## src/rtl/vid_raster_gen.sv

```systemverilog
module vid_raster_gen #(
  parameter int ADDR_W = 5
) (
  input  logic              clk,
  input  logic              rst_n,
  input  logic              reg_wr,
  input  logic [ADDR_W-1:0] reg_addr,
  input  logic [31:0]       reg_wdata,
  output logic [31:0]       reg_rdata,
  output logic              vid_en,
  output logic [1:0]        pclk_sel,
  output logic [1:0]        pix_fmt,
  output logic [31:0]       fb_base,
  output logic              hsync_n,
  output logic              vsync_n,
  output logic              de,
  output logic [15:0]       px_x,
  output logic [15:0]       px_y
);
  localparam int HW    = 16;
  localparam int IDX_W = ADDR_W - 2;
  localparam int EW    = HW + 2;

  logic          st_en;
  logic [1:0]    st_fmt, st_clk;
  logic [31:0]   r_act, r_fp, r_sy, r_tot, r_base;
  logic [31:0]   s_act, s_fp, s_sy, s_tot;
  logic [HW-1:0] hc, vc;
  logic [IDX_W-1:0] idx;

  assign idx = reg_addr[ADDR_W-1:2];

  always_ff @(posedge clk or negedge rst_n) begin
    if (!rst_n) begin
      st_en  <= 1'b0;
      st_fmt <= '0;
      st_clk <= '0;
      r_act  <= '0;
      r_fp   <= '0;
      r_sy   <= '0;
      r_tot  <= '0;
      r_base <= '0;
    end else if (reg_wr) begin
      case (idx)
        IDX_W'(0): begin
          st_en  <= reg_wdata[0];
          st_fmt <= reg_wdata[5:4];
          st_clk <= reg_wdata[7:6];
        end
        IDX_W'(1): r_act  <= reg_wdata;
        IDX_W'(2): r_fp   <= reg_wdata;
        IDX_W'(3): r_sy   <= reg_wdata;
        IDX_W'(4): r_tot  <= reg_wdata;
        IDX_W'(5): r_base <= reg_wdata;
        default: ;
      endcase
    end
  end

  always_comb begin
    case (idx)
      IDX_W'(0): reg_rdata = {24'd0, st_clk, st_fmt, 3'd0, st_en};
      IDX_W'(1): reg_rdata = r_act;
      IDX_W'(2): reg_rdata = r_fp;
      IDX_W'(3): reg_rdata = r_sy;
      IDX_W'(4): reg_rdata = r_tot;
      IDX_W'(5): reg_rdata = r_base;
      default:   reg_rdata = '0;
    endcase
  end

  assign vid_en   = st_en;
  assign pix_fmt  = st_fmt;
  assign pclk_sel = st_clk;
  assign fb_base  = r_base;

  logic h_last, v_last, frame_end;
  assign h_last    = (hc == s_tot[HW-1:0]);
  assign v_last    = (vc == s_tot[31:16]);
  assign frame_end = h_last && v_last;

  always_ff @(posedge clk or negedge rst_n) begin
    if (!rst_n) begin
      s_act <= '0;
      s_fp  <= '0;
      s_sy  <= '0;
      s_tot <= '0;
    end else if (!st_en || frame_end) begin
      s_act <= r_act;
      s_fp  <= r_fp;
      s_sy  <= r_sy;
      s_tot <= r_tot;
    end
  end

  always_ff @(posedge clk or negedge rst_n) begin
    if (!rst_n) begin
      hc <= '0;
      vc <= '0;
    end else if (!st_en) begin
      hc <= '0;
      vc <= '0;
    end else if (h_last) begin
      hc <= '0;
      vc <= v_last ? '0 : vc + 1'b1;
    end else begin
      hc <= hc + 1'b1;
    end
  end

  logic [EW-1:0] hs_beg, hs_end, vs_beg, vs_end;
  logic          hs_on, vs_on, in_act;

  assign hs_beg = EW'(s_act[HW-1:0]) + EW'(s_fp[HW-1:0]) + EW'(1);
  assign hs_end = hs_beg + EW'(s_sy[HW-1:0]);
  assign vs_beg = EW'(s_act[31:16]) + EW'(s_fp[31:16]) + EW'(1);
  assign vs_end = vs_beg + EW'(s_sy[31:16]);

  assign hs_on  = (EW'(hc) >= hs_beg) && (EW'(hc) < hs_end);
  assign vs_on  = (EW'(vc) >= vs_beg) && (EW'(vc) < vs_end);
  assign in_act = (hc <= s_act[HW-1:0]) && (vc <= s_act[31:16]);

  assign hsync_n = !(st_en && hs_on);
  assign vsync_n = !(st_en && vs_on);
  assign de      = st_en && in_act;
  assign px_x    = de ? hc : '0;
  assign px_y    = de ? vc : '0;

  AST_OFF_ZERO: assert property (@(posedge clk) disable iff (!rst_n)
    !st_en |=> (hc == '0 && vc == '0));
  AST_H_STEP: assert property (@(posedge clk) disable iff (!rst_n)
    (st_en && !h_last) |=> (hc == $past(hc) + 16'd1));
  AST_H_WRAP: assert property (@(posedge clk) disable iff (!rst_n)
    (st_en && h_last) |=> (hc == '0));
  AST_V_HOLD: assert property (@(posedge clk) disable iff (!rst_n)
    (st_en && !h_last) |=> (vc == $past(vc)));
  AST_SHADOW_HOLD: assert property (@(posedge clk) disable iff (!rst_n)
    (st_en && !frame_end) |=> (s_tot == $past(s_tot) && s_act == $past(s_act)
                               && s_fp == $past(s_fp) && s_sy == $past(s_sy)));
endmodule

```

## config.mk

```make
export PLATFORM = sky130hd
export DESIGN_NAME = vid_raster_gen
export DESIGN_NICKNAME = d
export VERILOG_FILES = /design/src/rtl/vid_raster_gen.sv
export SDC_FILE = /design/constraint.sdc
export NUM_CORES = 1
export LEC_CHECK = 0
export CORE_MARGIN = 4
export CORE_UTILIZATION = 35
export DETAILED_ROUTE_END_ITERATION = 8
export SKIP_LAST_GASP = 1
export SYNTH_ARGS = -nofsm -noshare
export SYNTH_HDL_FRONTEND = slang
export SYNTH_SLANG_ARGS = --single-unit
```

## constraint.sdc

```tcl
create_clock -name clk -period 9.75 [get_ports clk]
set_clock_uncertainty 0.05 [all_clocks]
set_input_delay 1.4625 -clock clk [delete_from_list [all_inputs] [get_ports clk]]
set_output_delay 1.4625 -clock clk [all_outputs]
set_load 0.01 [all_outputs]
```

==> results of run 1 <==
## report_power, final
group	switching [W]	leakage [nW]	internal, W
clock network	0.000563	0.551	0.000765
registers	0.000331	3.98	0.00170
logic	0.00200	5.43	0.00173
## layout by cell type, fill, tap and decap left out, types with 11 or more instances in the layout
cell and n:
sky130_fd_sc_hd__dfrtp_1 325, sky130_fd_sc_hd__mux2_2 259, sky130_fd_sc_hd__ha_1 164, sky130_fd_sc_hd__a21o_1 25, sky130_fd_sc_hd__clkdlybuf4s50_1 139, sky130_fd_sc_hd__nor3_1 11
sky130_fd_sc_hd__xor2_1 57, sky130_fd_sc_hd__nor2_1 75, sky130_fd_sc_hd__nor2b_1 13, sky130_fd_sc_hd__clkbuf_16 37, sky130_fd_sc_hd__o21a_1 13, sky130_fd_sc_hd__inv_1 84
sky130_fd_sc_hd__o21ai_0 126, sky130_fd_sc_hd__nand4_1 17, sky130_fd_sc_hd__nand3_1 26, sky130_fd_sc_hd__a21oi_1 71, sky130_fd_sc_hd__xnor2_1 52, sky130_fd_sc_hd__nand2b_1 18
sky130_fd_sc_hd__mux2i_1 30, sky130_fd_sc_hd__a221o_1 29, sky130_fd_sc_hd__nand2_1 115, sky130_fd_sc_hd__and2_1 34, sky130_fd_sc_hd__buf_4 15
## flip-flops by register name, indices dropped and copies added, names as in the netlist
| name | count |
|---|---|
| fb_base | 32 |
| hc | 16 |
| pclk_sel | 2 |
| pix_fmt | 2 |
| r_act | 32 |
| r_fp | 32 |
| r_sy | 32 |
| r_tot | 32 |
| s_act | 32 |
| s_fp | 32 |
| s_sy | 32 |
| s_tot | 32 |
| vc | 16 |
| vid_en | 1 |
## final cells by class
| class | count | area share, % |
|---|---|---|
| clock buffers | 52 | 4.62 |
| clock inverters | 10 | 0.415 |
| well taps | 696 | 3.90 |
| repair buffers | 156 | 6.82 |
| inverters | 84 | 1.41 |
| multi-input cells | 1268 | 46.4 |
| flip-flops and latches | 325 | 36.4 |
## layer usage
layer  up-vias  track usage (%)  share of wire (%)
met2       346             27.7                 43
met3        72             3.44                5.5
li1       6516                -                  -
met5         -                0                  0
met4         0             4.38                2.2
met1      6961             27.5                 49
## per-stage QoR
| stage | hold slack (ps) | total power, W | cells | area (um^2) | utilization (%) |
|---|---|---|---|---|---|
| floorplan | 412 | 0.00477 | 1741 | 19000 | - |
| global placement | 435 | 0.00565 | 2529 | 21200 | 39.4 |
| detailed placement | 442 | 0.00576 | 2529 | 21200 | 39.4 |
| CTS | 456 | 0.00712 | 2591 | 22300 | 41.5 |
| global route | 491 | 0.00774 | 2591 | 22300 | 41.5 |
| finish | 451 | 0.00709 | 2591 | 22300 | 41.5 |
## worst max path at each step
stage	from	end	slack, ps
floorplan	s_act[0]	hsync_n	3960
global placement	s_act[0]	hsync_n	2870
detailed placement	s_act[0]	hsync_n	2850
CTS	s_act[0]	hsync_n	2240
global route	s_act[0]	hsync_n	1720
finish	s_act[0]	hsync_n	2290
## worst max-delay path: stages, from the launching register on
cell and delay [ps]:
sky130_fd_sc_hd__dfrtp_1 380, sky130_fd_sc_hd__inv_1 80, sky130_fd_sc_hd__ha_1 170, sky130_fd_sc_hd__inv_1 60, sky130_fd_sc_hd__fa_1 400, sky130_fd_sc_hd__a21oi_1 220, sky130_fd_sc_hd__o21ai_0 230, sky130_fd_sc_hd__o21ai_0 340
sky130_fd_sc_hd__o21bai_1 110, sky130_fd_sc_hd__a21o_1 190, sky130_fd_sc_hd__xor2_1 250, sky130_fd_sc_hd__ha_1 320, sky130_fd_sc_hd__o211ai_1 130, sky130_fd_sc_hd__nor3_1 90, sky130_fd_sc_hd__a311oi_1 480, sky130_fd_sc_hd__xor2_1 190
sky130_fd_sc_hd__ha_1 260, sky130_fd_sc_hd__a21o_1 180, sky130_fd_sc_hd__a21o_1 170, sky130_fd_sc_hd__a2111oi_0 380, sky130_fd_sc_hd__a31oi_1 140, sky130_fd_sc_hd__a21o_1 190, sky130_fd_sc_hd__clkdlybuf4s50_1 480
## cells by family (layout without fill, tap and decap cells)
group | count (synthesis) | count (layout) | synth area share [%]
AND/OR/NAND/NOR | 361 | 361 | 9.56
AO/OA/AOI/OAI | 336 | 336 | 11.1
buffers and inverters | 148 | 302 | 3.08
flip-flops | 325 | 325 | 42.7
XOR/XNOR | 109 | 109 | 5.01
adder cells (fa/ha/maj) | 168 | 168 | 11.2
multiplexers | 294 | 294 | 17.3
==> run_summary.xml, run 1 <==
<?xml version="1.0" encoding="UTF-8"?>
<metrics>
  <group name="timing">
    <metric name="setup_ws_final" unit="ps">2290</metric>
    <metric name="clock.fmax" unit="MHz">134</metric>
    <metric name="final_report_setup_violation_count" unit="">0</metric>
    <metric name="timing.max_slew.rel_slack" unit="%">20.9</metric>
    <metric name="setup-tns-final" unit="ps">0</metric>
    <metric name="final_period_minus_worst_setup_slack" unit="ps">7460</metric>
    <metric name="final_min_period_over_clock_period" unit="%">76.5</metric>
    <metric name="timing_max_transition_violations_final" unit="">0</metric>
    <metric name="timing.final.hold_violations" unit="">0</metric>
    <metric name="grt_setup_unrepaired" unit="">no</metric>
    <metric name="worst_slew_pin_slew" unit="ps">1180</metric>
  </group>
  <group name="cells_and_area">
    <metric name="antenna_cells_inserted" unit="">0</metric>
    <metric name="total_area_of_multi_input_combinational_cells" unit="mm^2">0.0104</metric>
    <metric name="drive_gt1_share" unit="%">18.4</metric>
    <metric name="fillers" unit="">5168</metric>
    <metric name="register_area" unit="mm^2">0.00813</metric>
    <metric name="layout.nets" unit="">2079</metric>
    <metric name="layout-area-overhead-vs-synth" unit="%">17.3</metric>
  </group>
  <group name="min_path">
    <metric name="hold_crit_depth" unit="">1</metric>
    <metric name="hold_path.class" unit="">reg -&gt; reg</metric>
    <metric name="worstHoldStart" unit="">s_fp[22]</metric>
    <metric name="hold_path_end" unit="">s_fp[22]</metric>
  </group>
  <group name="clock_network">
    <metric name="hold_fix_buffer_count_after_cts" unit="">0</metric>
    <metric name="tritoncts.num_buffers" unit="">36</metric>
    <metric name="cts_resized" unit="">0</metric>
    <metric name="cts_tree" unit="">done</metric>
    <metric name="cts_setup_buffers" unit="">0</metric>
    <metric name="worst_skew_pair.late_latency" unit="ps">530</metric>
    <metric name="clock_tree.buffer_depth" unit="">3</metric>
    <metric name="cts_max_level" unit="">2</metric>
    <metric name="cts_sinks" unit="">325</metric>
    <metric name="clock_tree.root_cell" unit="">sky130_fd_sc_hd__clkbuf_16</metric>
    <metric name="clkSlewWorstSetupHoldPaths" unit="ps">60</metric>
  </group>
  <group name="die">
    <metric name="initial_core_util" unit="%">35.4</metric>
    <metric name="die_area" unit="mm^2">0.0582</metric>
    <metric name="die_h" unit="um">241</metric>
    <metric name="die_width" unit="um">241</metric>
    <metric name="core_area" unit="mm^2">0.0538</metric>
    <metric name="site_rows" unit="">85</metric>
    <metric name="ioPinCount" unit="">144</metric>
  </group>
  <group name="grt">
    <metric name="first_pass_grt_wire_length" unit="mm">83.8</metric>
    <metric name="grt.total_usage" unit="%">18.4</metric>
    <metric name="largest_net_degree_at_the_start_of_global_routing" unit="">100</metric>
    <metric name="grt_antenna_before_repair" unit="">0</metric>
    <metric name="globalRoute.totalOverflow" unit="">0</metric>
    <metric name="first_global_vias" unit="">14047</metric>
  </group>
  <group name="routing">
    <metric name="drt_pre_antenna_iters" unit="">5</metric>
    <metric name="routed_antenna_nets" unit="">0</metric>
    <metric name="route.final.wire_length" unit="mm">53.6</metric>
    <metric name="via_count" unit="">13895</metric>
    <metric name="vias_per_cell" unit="">5.36</metric>
    <metric name="drt-initial-drc-count" unit="">1063</metric>
    <metric name="drt_drc_violations_left" unit="">0</metric>
    <metric name="route.detailed.wl_per_inst" unit="um">20.7</metric>
  </group>
  <group name="power">
    <metric name="cellLeakagePower" unit="nW">9.96</metric>
    <metric name="worst_ir_drop_vdd" unit="mV">0.153</metric>
    <metric name="p_per_area" unit="mW/mm^2">318</metric>
  </group>
  <group name="synth">
    <metric name="synth.yosys.warnings" unit="">0</metric>
    <metric name="netlist.area_leader.share" unit="%">42.7</metric>
    <metric name="synth_top_cells_by_count" unit="">sky130_fd_sc_hd__dfrtp_1 (325), sky130_fd_sc_hd__mux2_2 (259), sky130_fd_sc_hd__ha_1 (164)</metric>
    <metric name="post-synth-top-area-cell" unit="">sky130_fd_sc_hd__dfrtp_1</metric>
    <metric name="synth_most_common_cell" unit="">sky130_fd_sc_hd__dfrtp_1</metric>
    <metric name="synth-main-ff-cell" unit="">sky130_fd_sc_hd__dfrtp_1</metric>
    <metric name="synthesis.area_per_instance" unit="um^2">10.9</metric>
    <metric name="number_of_nets_produced_by_synthesis" unit="">1949</metric>
    <metric name="netlist_instances" unit="">1741</metric>
    <metric name="async_flop_share" unit="%">100</metric>
    <metric name="yosys_register_bits" unit="">325</metric>
    <metric name="synth_area_leaders" unit="">sky130_fd_sc_hd__dfrtp_1 (43%), sky130_fd_sc_hd__mux2_2 (15%), sky130_fd_sc_hd__ha_1 (11%)</metric>
    <metric name="synth_edf_count" unit="">0</metric>
    <metric name="post_synth_instance_area" unit="mm^2">0.0190</metric>
    <metric name="synth.yosys.seq_area_share" unit="%">42.7</metric>
    <metric name="synth_cell_types" unit="">62</metric>
  </group>
  <group name="setup_path">
    <metric name="worstSetupStartpointType" unit="">register</metric>
    <metric name="cp_data_arrival_time" unit="ps">5950</metric>
    <metric name="r2r_start" unit="">vc[9]</metric>
    <metric name="r2r-end" unit="">s_sy[27]</metric>
    <metric name="worst-path-max-fanout" unit="">3</metric>
    <metric name="kind_of_critical_path" unit="">reg -&gt; out</metric>
    <metric name="critPathCaptureType" unit="">output port</metric>
    <metric name="worstPathRequired" unit="ps">8240</metric>
    <metric name="worst-r2r-setup-slack" unit="ps">5370</metric>
    <metric name="worst-r2r-cell-count" unit="">7</metric>
  </group>
  <group name="run">
    <metric name="cap_viol_max_count" unit="">0</metric>
  </group>
  <group name="outcome">
    <metric name="outcome" unit="">completed</metric>
  </group>
  <group name="placed_design">
    <metric name="portBuffers" unit="">141</metric>
    <metric name="place_worst_setup_slack" unit="ps">2850</metric>
    <metric name="place.gp.congestion" unit="">0.888</metric>
    <metric name="dp.final_hpwl" unit="mm">37.8</metric>
  </group>
</metrics>
No activity file was read; power rests on OpenSTA's default activity.
==> inputs of run 2 (changes only) <==
clock period = 7.4 ns   (was 9.75 ns; I/O delays follow)
==> run 2 against run 1 <==
  * Non-clock buffer count did not move
  * Die area stayed put
  * Sequential power is 31% higher
  * Critical endpoint unchanged
  * Largest power group unchanged
  * Highest routed layer unchanged
==> run_summary.xml, run 2 (synthesized netlist as in run 1, its figures left out) <==
<?xml version="1.0" encoding="UTF-8"?>
<metrics>
  <group name="clock_network">
    <metric name="worst_skew_pair.late_latency" unit="ps">560</metric>
    <metric name="clock_tree.root_cell" unit="">sky130_fd_sc_hd__clkbuf_16</metric>
    <metric name="cts_max_level" unit="">2</metric>
    <metric name="clock_tree.buffer_depth" unit="">3</metric>
    <metric name="hold_fix_buffer_count_after_cts" unit="">0</metric>
    <metric name="cts_tree" unit="">done</metric>
    <metric name="tritoncts.num_buffers" unit="">38</metric>
    <metric name="clkSlewWorstSetupHoldPaths" unit="ps">60</metric>
    <metric name="cts_sinks" unit="">325</metric>
  </group>
  <group name="grt">
    <metric name="largest_net_degree_at_the_start_of_global_routing" unit="">150</metric>
    <metric name="globalRoute.totalOverflow" unit="">0</metric>
    <metric name="first_global_vias" unit="">14360</metric>
    <metric name="first_pass_grt_wire_length" unit="mm">84.3</metric>
    <metric name="grt.total_usage" unit="%">18.5</metric>
    <metric name="grt_antenna_before_repair" unit="">0</metric>
  </group>
  <group name="setup_path">
    <metric name="kind_of_critical_path" unit="">reg -&gt; out</metric>
    <metric name="worstPathRequired" unit="ps">6240</metric>
    <metric name="cp_data_arrival_time" unit="ps">5780</metric>
    <metric name="worst-path-max-fanout" unit="">3</metric>
    <metric name="critPathCaptureType" unit="">output port</metric>
    <metric name="worst-r2r-cell-count" unit="">7</metric>
    <metric name="worst-r2r-setup-slack" unit="ps">3860</metric>
    <metric name="r2r_start" unit="">vc[9]</metric>
    <metric name="r2r-end" unit="">s_fp[4]</metric>
    <metric name="worstSetupStartpointType" unit="">register</metric>
  </group>
  <group name="timing">
    <metric name="timing.max_slew.rel_slack" unit="%">11.7</metric>
    <metric name="setup-tns-final" unit="ps">0</metric>
    <metric name="final_period_minus_worst_setup_slack" unit="ps">6940</metric>
    <metric name="timing_max_transition_violations_final" unit="">0</metric>
    <metric name="final_min_period_over_clock_period" unit="%">93.8</metric>
    <metric name="worst_slew_pin_slew" unit="ps">1290</metric>
    <metric name="timing.final.hold_violations" unit="">0</metric>
    <metric name="grt_setup_unrepaired" unit="">no</metric>
    <metric name="final_report_setup_violation_count" unit="">0</metric>
    <metric name="final.hold.worst_slack" unit="ps">463</metric>
    <metric name="clock.fmax" unit="MHz">144</metric>
    <metric name="setup_ws_final" unit="ps">458</metric>
  </group>
  <group name="die">
    <metric name="die_h" unit="um">241</metric>
    <metric name="site_rows" unit="">85</metric>
    <metric name="die_area" unit="mm^2">0.0582</metric>
    <metric name="die_width" unit="um">241</metric>
    <metric name="ioPinCount" unit="">144</metric>
    <metric name="initial_core_util" unit="%">35.4</metric>
    <metric name="core_area" unit="mm^2">0.0538</metric>
  </group>
  <group name="placed_design">
    <metric name="portBuffers" unit="">141</metric>
    <metric name="place.gp.congestion" unit="">0.906</metric>
    <metric name="placement.cell_area" unit="mm^2">0.0212</metric>
    <metric name="dp.final_hpwl" unit="mm">38.4</metric>
    <metric name="place_worst_setup_slack" unit="ps">903</metric>
  </group>
  <group name="cells_and_area">
    <metric name="drive_gt1_share" unit="%">18.9</metric>
    <metric name="fillers" unit="">5161</metric>
    <metric name="layout.nets" unit="">2081</metric>
    <metric name="layout-area-overhead-vs-synth" unit="%">18.1</metric>
    <metric name="final_area" unit="mm^2">0.0225</metric>
    <metric name="layout.cells.most_common_list" unit="">sky130_fd_sc_hd__dfrtp_1 (325), sky130_fd_sc_hd__mux2_2 (259), sky130_fd_sc_hd__ha_1 (164), sky130_fd_sc_hd__clkdlybuf4s50_1 (139), sky130_fd_sc_hd__o21ai_0 (125)</metric>
    <metric name="leading_cell_type_in_the_layout_fill_and_taps_excluded" unit="">sky130_fd_sc_hd__dfrtp_1</metric>
  </group>
  <group name="routing">
    <metric name="vias_per_cell" unit="">5.33</metric>
    <metric name="routed_antenna_nets" unit="">0</metric>
    <metric name="drt_drc_violations_left" unit="">0</metric>
    <metric name="drt_pre_antenna_iters" unit="">5</metric>
    <metric name="route.detailed.wl_per_inst" unit="um">20.9</metric>
    <metric name="via_count" unit="">13849</metric>
    <metric name="route.final.wire_length" unit="mm">54.2</metric>
    <metric name="drt-initial-drc-count" unit="">1064</metric>
  </group>
  <group name="power">
    <metric name="p_per_area" unit="mW/mm^2">423</metric>
    <metric name="worst_ir_drop_vdd" unit="mV">0.229</metric>
    <metric name="cellLeakagePower" unit="nW">10.0</metric>
  </group>
  <group name="min_path">
    <metric name="hold_crit_depth" unit="">1</metric>
    <metric name="worstHoldStart" unit="">s_fp[3]</metric>
    <metric name="hold_path_end" unit="">s_fp[3]</metric>
    <metric name="hold_path.class" unit="">reg -&gt; reg</metric>
  </group>
  <group name="outcome">
    <metric name="outcome" unit="">completed</metric>
  </group>
  <group name="run">
    <metric name="cap_viol_max_count" unit="">0</metric>
  </group>
</metrics>
## run 2: cell types whose count changed in the layout (fill, tap and decap cells not counted), sizes merged
cell      change
clkbuf        +1
clkinv        +3
clkinvlp      +1
diode         +1
inv           -1
## run 2: report_power, final
group / internal (W) / switching (W) / leakage (nW)
Sequential: 0.00225 / 0.000423 / 3.98
Combinational: 0.00229 / 0.00269 / 5.44
Clock: 0.00109 / 0.000772 / 0.606
## run 2: worst max-delay path: stages (launching register included)
cell and delay (ps):
sky130_fd_sc_hd__dfrtp_1 380, sky130_fd_sc_hd__inv_1 70, sky130_fd_sc_hd__ha_1 170, sky130_fd_sc_hd__inv_1 50, sky130_fd_sc_hd__fa_1 400, sky130_fd_sc_hd__a21oi_1 220
sky130_fd_sc_hd__o21ai_0 240, sky130_fd_sc_hd__o21ai_1 260, sky130_fd_sc_hd__o21bai_1 100, sky130_fd_sc_hd__a21o_1 190, sky130_fd_sc_hd__xor2_1 240, sky130_fd_sc_hd__ha_1 320
sky130_fd_sc_hd__o211ai_1 130, sky130_fd_sc_hd__nor3_1 100, sky130_fd_sc_hd__a311oi_2 360, sky130_fd_sc_hd__xor2_1 190, sky130_fd_sc_hd__ha_1 260, sky130_fd_sc_hd__a21o_1 190
sky130_fd_sc_hd__a21o_1 170, sky130_fd_sc_hd__a2111oi_0 390, sky130_fd_sc_hd__a31oi_1 140, sky130_fd_sc_hd__a21o_1 180, sky130_fd_sc_hd__clkdlybuf4s50_1 490
## run 2: repair_timing
action	4_1_cts	5_1_grt
setup buffers	0	0
endpoints found under the setup margin	0	1
resized for setup	0	2
## run 2: per-layer routing
metal,up-vias,track usage [%],share of wire (%)
li1,6533,-,-
met1,6880,27.3,49
met2,346,27.5,42
met3,90,3.21,5.4
met4,0,6.76,3.3
met5,-,0,0
## run 2: area by class of cell
type | count | area, um^2 | area share, %
repair buffers | 156 | 1550 | 6.89
inverters | 84 | 315 | 1.40
well taps | 696 | 871 | 3.87
flip-flops and latches | 325 | 8130 | 36.2
diodes | 1 | 2.50 | 0.0111
clock inverters | 13 | 106 | 0.473
clock buffers | 53 | 1120 | 4.98
multi-input cells | 1268 | 10400 | 46.2
## run 2: worst max path at each step
stage	start	endpoint	slack (ps)	cells past startpoint
6_report	s_act[0]	hsync_n	460	22
5_1_grt	s_act[0]	hsync_n	20	22
4_1_cts	s_act[0]	hsync_n	260	22
3_5_place_dp	s_act[0]	hsync_n	900	22
3_3_place_gp	s_act[0]	hsync_n	930	22
2_1_floorplan	s_act[0]	hsync_n	1960	21
## run 2: per-stage QoR
step,std cells,utilization [%],total power [W]
floorplan,1741,-,0.00628
global placement,2529,39.5,0.00745
global route,2595,41.8,0.0104
finish,2596,41.8,0.00951
CTS,2595,41.7,0.00954
detailed placement,2529,39.5,0.00762
==> inputs of run 3 (changes only) <==
clock period = 7.64 ns   (was 7.4 ns; I/O delays follow)
==> run 3 against run 2 <==
  * Setup slack gained 66 ps
  * Count of clock-buffer cells in the layout increased by 3
  * Die area did not move
  * Register-to-register slack worse by 50 ps
  * Flip-flop and latch count stayed put
  * Critical path depth is the same
  * Clock power increased by 3%
  * Core utilization rose by 0.14 points
  * Sequential power fell by 3%
  * Global-route usage barely moved
  * Combinational power is 3% lower
  * Critical endpoint unchanged
  * Largest power group unchanged
==> run_summary.xml, run 3 (synthesized netlist as in run 1, its figures left out) <==
<?xml version="1.0" encoding="UTF-8"?>
<metrics>
  <group name="setup_path">
    <metric name="slowest_delay" unit="ps">480</metric>
    <metric name="cp_data_arrival_time" unit="ps">5920</metric>
    <metric name="worstSetupStartpointType" unit="">register</metric>
    <metric name="setup.worst_path.start" unit="">s_act[0]</metric>
    <metric name="r2r-end" unit="">s_tot[22]</metric>
    <metric name="cp_num_buf_inv" unit="">3</metric>
    <metric name="cp_top_family" unit="">compound AO/OA/AOI/OAI gates</metric>
    <metric name="critical_path_cell_count" unit="">22</metric>
    <metric name="capture_point_of_the_critical_path" unit="">hsync_n</metric>
    <metric name="critPathCaptureType" unit="">output port</metric>
    <metric name="crit_path_top_delay_cell" unit="">sky130_fd_sc_hd__clkdlybuf4s50_1</metric>
    <metric name="r2r_start" unit="">vc[9]</metric>
    <metric name="worst-path-max-fanout" unit="">3</metric>
    <metric name="worst-r2r-cell-count" unit="">7</metric>
    <metric name="worst-r2r-setup-slack" unit="ps">3810</metric>
    <metric name="crit_path_cell_trace" unit="">inv_1 -&gt; ha_1 -&gt; inv_1 -&gt; fa_1 -&gt; a21oi_1 -&gt; o21ai_0 -&gt; o21ai_0 -&gt; o21bai_1 -&gt; a21o_1 -&gt; xor2_1 -&gt; ha_1 -&gt; o211ai_1 -&gt; nor3_1 -&gt; a311oi_2 -&gt; xor2_1 -&gt; ha_1 -&gt; a21o_1 -&gt; a21o_1 -&gt; a2111oi_0 -&gt; a31oi_1 -&gt; a21o_1 -&gt; clkdlybuf4s50_1</metric>
    <metric name="kind_of_critical_path" unit="">reg -&gt; out</metric>
    <metric name="crit_path_frequent_cell" unit="">sky130_fd_sc_hd__a21o_1</metric>
    <metric name="worstPathRequired" unit="ps">6440</metric>
  </group>
  <group name="die">
    <metric name="die_width" unit="um">241</metric>
    <metric name="die_area" unit="mm^2">0.0582</metric>
    <metric name="core_area" unit="mm^2">0.0538</metric>
    <metric name="die_h" unit="um">241</metric>
    <metric name="initial_core_util" unit="%">35.4</metric>
    <metric name="ioPinCount" unit="">144</metric>
    <metric name="site_rows" unit="">85</metric>
  </group>
  <group name="cells_and_area">
    <metric name="finalCoreUtilization" unit="%">41.9</metric>
    <metric name="drive_gt1_share" unit="%">18.9</metric>
    <metric name="layout-area-overhead-vs-synth" unit="%">18.5</metric>
    <metric name="leading_cell_type_in_the_layout_fill_and_taps_excluded" unit="">sky130_fd_sc_hd__dfrtp_1</metric>
    <metric name="antenna_cells_inserted" unit="">0</metric>
    <metric name="layout.cells.most_common_list" unit="">sky130_fd_sc_hd__dfrtp_1 (325), sky130_fd_sc_hd__mux2_2 (259), sky130_fd_sc_hd__ha_1 (164), sky130_fd_sc_hd__clkdlybuf4s50_1 (139), sky130_fd_sc_hd__o21ai_0 (126)</metric>
    <metric name="layout.nets" unit="">2080</metric>
  </group>
  <group name="power">
    <metric name="power.sequential.fraction" unit="%">27.9</metric>
    <metric name="p_per_area" unit="mW/mm^2">413</metric>
    <metric name="worst_ir_drop_vdd" unit="mV">0.198</metric>
    <metric name="clock_power_share" unit="%">20.5</metric>
    <metric name="cellLeakagePower" unit="nW">10.1</metric>
    <metric name="power_switching_share" unit="%">40.5</metric>
    <metric name="relative_contribution_of_combinational_cells_to_total_power" unit="%">51.6</metric>
    <metric name="power.internal" unit="W">0.00554</metric>
    <metric name="power.net_switching" unit="W">0.00378</metric>
  </group>
  <group name="clock_network">
    <metric name="cts_sinks" unit="">325</metric>
    <metric name="clock_tree.buffer_depth" unit="">3</metric>
    <metric name="cts_tree" unit="">done</metric>
    <metric name="clock_tree.root_cell" unit="">sky130_fd_sc_hd__clkbuf_16</metric>
    <metric name="tritoncts.num_buffers" unit="">39</metric>
    <metric name="clkSlewWorstSetupHoldPaths" unit="ps">60</metric>
    <metric name="worst_skew_pair.late_latency" unit="ps">570</metric>
    <metric name="cts_max_level" unit="">2</metric>
    <metric name="hold_fix_buffer_count_after_cts" unit="">0</metric>
  </group>
  <group name="grt">
    <metric name="globalRoute.totalOverflow" unit="">0</metric>
    <metric name="grt.met3_usage" unit="%">3.37</metric>
    <metric name="first_pass_grt_wire_length" unit="mm">83.7</metric>
    <metric name="grt_antenna_before_repair" unit="">0</metric>
    <metric name="gr-usage-met2" unit="%">28.5</metric>
    <metric name="largest_net_degree_at_the_start_of_global_routing" unit="">185</metric>
    <metric name="first_global_vias" unit="">14002</metric>
    <metric name="grt_util_met1" unit="%">27.1</metric>
    <metric name="grt_most_used_layer" unit="">met2</metric>
    <metric name="grt.total_usage" unit="%">18.5</metric>
  </group>
  <group name="routing">
    <metric name="drt-initial-drc-count" unit="">938</metric>
    <metric name="drt_pre_antenna_iters" unit="">5</metric>
    <metric name="vias_per_cell" unit="">5.34</metric>
    <metric name="route.final.wire_length" unit="mm">54.2</metric>
    <metric name="via_count" unit="">13871</metric>
    <metric name="routed_antenna_nets" unit="">0</metric>
    <metric name="route.detailed.wl_per_inst" unit="um">20.9</metric>
    <metric name="drt_drc_violations_left" unit="">0</metric>
  </group>
  <group name="placed_design">
    <metric name="dp.final_hpwl" unit="mm">38.0</metric>
    <metric name="portBuffers" unit="">141</metric>
    <metric name="place.gp.congestion" unit="">0.846</metric>
  </group>
  <group name="timing">
    <metric name="grt_setup_unrepaired" unit="">no</metric>
    <metric name="final_report_setup_violation_count" unit="">0</metric>
    <metric name="clock.fmax" unit="MHz">141</metric>
    <metric name="final_min_period_over_clock_period" unit="%">93.2</metric>
    <metric name="worst_slew_pin_slew" unit="ps">1260</metric>
    <metric name="timing.max_slew.rel_slack" unit="%">15.5</metric>
    <metric name="final_period_minus_worst_setup_slack" unit="ps">7120</metric>
    <metric name="timing.final.hold_violations" unit="">0</metric>
    <metric name="timing_max_transition_violations_final" unit="">0</metric>
    <metric name="setup-tns-final" unit="ps">0</metric>
  </group>
  <group name="run">
    <metric name="cap_viol_max_count" unit="">0</metric>
  </group>
  <group name="min_path">
    <metric name="hold_path.class" unit="">reg -&gt; reg</metric>
  </group>
  <group name="outcome">
    <metric name="outcome" unit="">completed</metric>
  </group>
</metrics>
## run 3: layout make-up
cell class,count,area (um^2)
Clock inverter,15,180
Timing Repair Buffer,154,1530
Multi-Input combinational cell,1268,10400
Fill cell,5127,31300
Inverter,84,315
Clock buffer,56,1140
Tap cell,696,871
Sequential cell,325,8130
## run 3: metal layers
metal,vias up,routed length [um]
li1,6531,-
met4,0,1200
met2,357,23900
met1,6923,26400
met5,-,0
met3,60,2680
## run 3: metrics by stage
| stage | hold slack [ps] | total power, W | worst slack (ps) | std cells | cell area (um^2) |
|---|---|---|---|---|---|
| global placement | 430 | 0.00722 | 1070 | 2527 | 21200 |
| detailed placement | 439 | 0.00737 | 988 | 2527 | 21200 |
| CTS | 453 | 0.00935 | 370 | 2598 | 22500 |
| global route | 468 | 0.0101 | 110 | 2598 | 22600 |
| finish | 458 | 0.00932 | 523 | 2598 | 22600 |
| floorplan | 412 | 0.00609 | 2170 | 1741 | 19000 |
## run 3: worst min path at each step
stage | from | to | slack [ps] | cells past startpoint
after floorplan | s_fp[22] | s_fp[22] | 410 | 1
after global placement | s_fp[22] | s_fp[22] | 430 | 1
after detailed placement | s_fp[22] | s_fp[22] | 440 | 1
after CTS | s_fp[22] | s_fp[22] | 450 | 1
after global routing | s_fp[10] | s_fp[10] | 470 | 1
final | s_fp[22] | s_fp[22] | 460 | 1
## run 3: power groups by stage
stage	Combinational, W	Clock, W	Sequential [W]
2_1_floorplan	0.00364	0	0.00245
3_3_place_gp	0.00461	0	0.00261
3_5_place_dp	0.00475	0	0.00262
4_1_cts	0.00479	0.00196	0.00259
5_1_grt	0.00547	0.00203	0.00265
6_report	0.00481	0.00191	0.00260
## run 3: repair_timing
action / in CTS / in global routing
setup endpoints to repair: 0 / 1
buffers inserted: 0 / 0
gates resized for setup: 0 / 1
